`config.mk`:
```
export PLATFORM = sky130hd
export DESIGN_NAME = pwm_gen
export DESIGN_NICKNAME = d
export VERILOG_FILES = /design/src/rtl/pwm_gen.sv
export SDC_FILE = /design/constraint.sdc
export NUM_CORES = 1
export LEC_CHECK = 0
export CAP_MARGIN = 20
export CORE_MARGIN = 3
export CORE_UTILIZATION = 60
export DETAILED_ROUTE_END_ITERATION = 7
export DONT_BUFFER_PORTS = 1
export PLACE_DENSITY = 0.76
export SLEW_MARGIN = 10
export SYNTH_ARGS = -nofsm -noshare
export SYNTH_HDL_FRONTEND = slang
export SYNTH_SLANG_ARGS = --single-unit
```
`constraint.sdc`:
```
create_clock -name clk -period 3.5 [get_ports clk]
set_input_delay 1.05 -clock clk [delete_from_list [all_inputs] [get_ports clk]]
set_output_delay 1.05 -clock clk [all_outputs]
set_load 0.03 [all_outputs]
```
`src/rtl/pwm_gen.sv`:
```
module pwm_gen #(
  parameter int W = 10
) (
  input  logic         clk,
  input  logic         rst,
  input  logic         st,
  input  logic [W-1:0] pw,
  input  logic [W-1:0] wp,
  output logic         pwm,
  output logic         pwm_n
);

  typedef enum logic [1:0] {
    S_IDLE = 2'b00,
    S_HIGH = 2'b01,
    S_LOW  = 2'b10,
    S_TAIL = 2'b11
  } state_t;

  state_t       state;
  logic [W-1:0] cnt, pw_r, wp_r;

  wire run  = (state != S_IDLE);
  wire ws   = (state == S_HIGH || state == S_LOW) && (cnt == wp_r);
  wire wr   = (state == S_HIGH) && (cnt == pw_r);
  wire load = (state == S_IDLE && st) || (state == S_TAIL && !st);
  wire full = (pw_r > wp_r);

  always_ff @(posedge clk) begin
    if (rst) begin
      state <= S_IDLE;
      cnt   <= '0;
      pw_r  <= '0;
      wp_r  <= '0;
    end else begin
      if (load) begin
        pw_r <= pw;
        wp_r <= wp;
      end
      if (run && st) begin
        state <= S_IDLE;
        cnt   <= '0;
      end else begin
        case (state)
          S_IDLE: if (st) begin
            state <= S_HIGH;
            cnt   <= '0;
          end
          S_HIGH: if (ws) begin
            state <= S_TAIL;
            cnt   <= '0;
          end else begin
            cnt <= cnt + 1'b1;
            if (wr) state <= S_LOW;
          end
          S_LOW: if (ws) begin
            state <= S_TAIL;
            cnt   <= '0;
          end else begin
            cnt <= cnt + 1'b1;
          end
          default: state <= S_HIGH;
        endcase
      end
    end
  end

  assign pwm   = (state == S_HIGH) || (state == S_TAIL && full);
  assign pwm_n = ~pwm;

  AST_START_HIGH: assert property (@(posedge clk) disable iff (rst)
    (state == S_IDLE && st) |=> pwm);
  AST_WRAP_ZERO: assert property (@(posedge clk) disable iff (rst)
    (ws && !st) |=> (cnt == '0));
  AST_LOW_PHASE: assert property (@(posedge clk) disable iff (rst)
    (state == S_LOW) |-> (cnt > pw_r && !pwm));
  AST_FULL_DUTY: assert property (@(posedge clk) disable iff (rst)
    (state == S_HIGH && full && !st) |=> pwm);
  AST_STOP_LOW: assert property (@(posedge clk) disable iff (rst)
    (run && st) |=> (!pwm && cnt == '0));
  AST_PARAM_HOLD: assert property (@(posedge clk) disable iff (rst)
    ((state == S_HIGH || state == S_LOW) && !st) |=> ($stable(pw_r) && $stable(wp_r)));

endmodule

```
==> summary.json <==
{
  "clock_sinks": 32,
  "globalplace.congestion": 0.9033,
  "slew_headroom": 0.5556,
  "ctsLongestPathBuffers": 2,
  "synth.area.top_cells": "dfxtp_1 34%, ha_1 9.9%, nand2_1 8.7%",
  "tritoncts_clock_tree": "done",
  "wl_met1_um": 1629,
  "synth_top_area_cell": "dfxtp_1",
  "layout-drive-gt1-share": 0.09607,
  "drtIter0Drc": 151,
  "finalCoreUtilization": 0.6912,
  "detailedRoute.firstPassIterationCount": 4,
  "ys.warnings.count": 0,
  "holdCritPathClass": "flip-flop to flip-flop",
  "vdd_drop_max_mv": 0.4548,
  "drv_slew": 0,
  "holdBufCountCts": 0,
  "largest_fanout_on_the_critical_path": 3,
  "cts.clk_slew.worst_paths_ps": 90,
  "netSwitchingPower_uw": 590.6,
  "die-area_mm2": 0.003886,
  "max_clock_freq_ghz": 0.3071,
  "global_route.overflow_total": 0,
  "initial_core_util": 0.6620,
  "nNetsFinal": 267,
  "combinationalPowerShare": 0.477,
  "power.clock.fraction": 0.167,
  "grt_pass1_vias": 1477,
  "layoutNonFillerInstCount": 271,
  "number_of_failing_hold_endpoints_at_the_final_stage": 0,
  "synth_top_area_share": 0.3364,
  "route.detailed.vias_per_inst": 5.745,
  "place_hpwl_um": 3146,
  "areaGrowthSynthToFinish_pct": 4.402,
  "postSynthAreaPerCell_um2": 8.316,
  "die_height_um": 62.34,
  "rsz_0062_raised_after_global_routing": "false",
  "worst_clock_skew_ps": 6.893,
  "post-place-cells": 264,
  "critical_path_arrival_ps": 2210,
  "dr.max_layer_used": "met4",
  "fin_crit_sh": 0.9305,
  "synthesis.nets": 267,
  "synth.distinct_cells": 36,
  "dr_wl_met3_um": 249,
  "die_w_um": 62.34,
  "synth.yosys.seq_area_share": 0.3364,
  "totalNegativeSetupSlack_ps": 0,
  "groute.usage.overall": 0.2207,
  "grt_antenna_before_repair": 0,
  "worst_setup_path_end_kind": "output pin",
  "post_cts_buffers": 0,
  "wl_um": 3913,
  "numCtsBuffers": 5,
  "commonest_non_fill_non_tap_cell_in_the_layout": "nand2_1",
  "power.share.sequential": 0.357,
  "power.leakage_nw": 0.7607,
  "timing_worst_slew_pin_value_ps": 648.0,
  "switching_share": 0.4232,
  "synthCells": 229,
  "num_io_pins": 25,
  "outcome": "finished clean",
  "hold_ws_ps": 483.8,
  "synthesis.area_mm2": 0.001904,
  "cts_resized": 0,
  "cellInternalPower_uw": 805.1,
  "most-common-layout-cells": "44 x nand2_1, 32 x dfxtp_1, 27 x a21oi_1",
  "timing_worst_setup_path_type": "flip-flop to output pin",
  "synth-seq-cells": 32,
  "design_power_total_mw": 1.396,
  "met2_wire_length_um": 1942,
  "core_mm2": 0.002877,
  "power_per_cell_area_mw_per_mm2": 702.0,
  "max-cap-violations": 0,
  "grt_start_max_net_pins": 22,
  "grt_pass1_wl_um": 6755,
  "finalWorstPathRequiredPeriod_ps": 3257,
  "row_count": 19,
  "finalSetupViolCount": 0,
  "start_kind": "flip-flop",
  "wire_per_inst_um": 14.44,
  "clockRootBuffer": "clkbuf_4",
  "count_of_h_tree_levels_built_during_cts": 2,
  "worst_ep_required_time_ps": 2450,
  "number_of_nets_with_antenna_violations_after_routing": 0,
  "antenna_cells_inserted": 0,
  "clock_latency_ps": 330,
  "port_buffers": 0,
  "drc": 0,
  "vias": 1557
}
## worst paths after layout
| path | start | end | slack [ps] | cells past startpoint |
|---|---|---|---|---|
| worst min-delay path | wp_r[1] | wp_r[1] | 480 | 2 |
| worst min register to register | wp_r[1] | wp_r[1] | 480 | 2 |
| worst max register to register | state[0] | cnt[7] | 1250 | 8 |
| worst max-delay path | wp_r[4] | pwm_n | 240 | 7 |
## power groups by stage
| stage | clock (mW) | combinational (mW) | sequential (mW) |
|---|---|---|---|
| finish | 0.233 | 0.665 | 0.498 |
| global route | 0.260 | 0.739 | 0.509 |
| CTS | 0.239 | 0.664 | 0.499 |
| detailed placement | 0 | 0.660 | 0.508 |
| global placement | 0 | 0.630 | 0.504 |
| floorplan | 0 | 0.547 | 0.485 |
## synthesized netlist by cell type
cell type  count
dfxtp_1       32
o21ai_1        4
xnor2_1       16
nand3_2        1
a211oi_1       3
o31ai_1        1
a21o_1         4
and3_1         3
a21oi_1       27
nor2_1        14
nand4_2        1
mux2_2         1
xor2_1         4
or2_2          1
nor2b_1        2
buf_6          2
o31ai_4        1
mux2i_1        3
o21ai_0        1
o21a_1         1
nor4_2         1
nand2_1       44
o21ba_2        1
nand3b_1       3
nand3_1        4
nor3_1         4
o41ai_2        1
a22oi_1        1
inv_1         15
nand4_1        5
o21bai_1       1
clkbuf_1       6
xnor2_2        4
ha_1          15
a2111oi_2      1
buf_1          1
## cell families (layout without fill, tap and decap cells)
| group | Yosys count | count (layout) | share of synthesized area |
|---|---|---|---|
| flip-flops | 32 | 32 | 0.3364 |
| buffers and inverters | 24 | 24 | 0.05518 |
| XOR/XNOR | 24 | 24 | 0.1261 |
| adder cells (fa/ha/maj) | 15 | 15 | 0.09855 |
| AO/OA/AOI/OAI | 47 | 47 | 0.1603 |
| AND/OR/NAND/NOR | 83 | 83 | 0.2017 |
| multiplexers | 4 | 4 | 0.02168 |
## critical path, cell delays in order (launching register included)
cell,delay (ps)
dfxtp_1,370
inv_1,50
ha_1,290
or2_2,290
a21oi_1,200
a211oi_1,70
a211oi_1,310
o21ba_2,290
## metal layers
layer  vias to the layer above  track usage
met3                         9      0.05766
met5                         -            0
met4                         0       0.1129
li1                        774            -
met2                        50       0.3602
met1                       724       0.2677
## registers in the layout, indices dropped and copies added (netlist names)
name / count
wp_r: 10
cnt: 10
pw_r: 10
state: 2
## area by class of cell
| class | count | area (um^2) |
|---|---|---|
| Tap cell | 42 | 52.55 |
| Fill cell | 238 | 888.4 |
| Sequential cell | 32 | 640.6 |
| Multi-Input combinational cell | 173 | 1159 |
| Timing Repair Buffer | 2 | 15.01 |
| Inverter | 15 | 56.30 |
| Clock buffer | 7 | 65.06 |
## metrics by stage
step / worst slack (ps) / area [um^2]
floorplan: 762.4 / 1904
global placement: 681.3 / 1923
detailed placement: 633.7 / 1923
CTS: 254.3 / 1988
global route: 163.2 / 1988
finish: 243.2 / 1988
No activity file was read; power rests on OpenSTA's default activity.
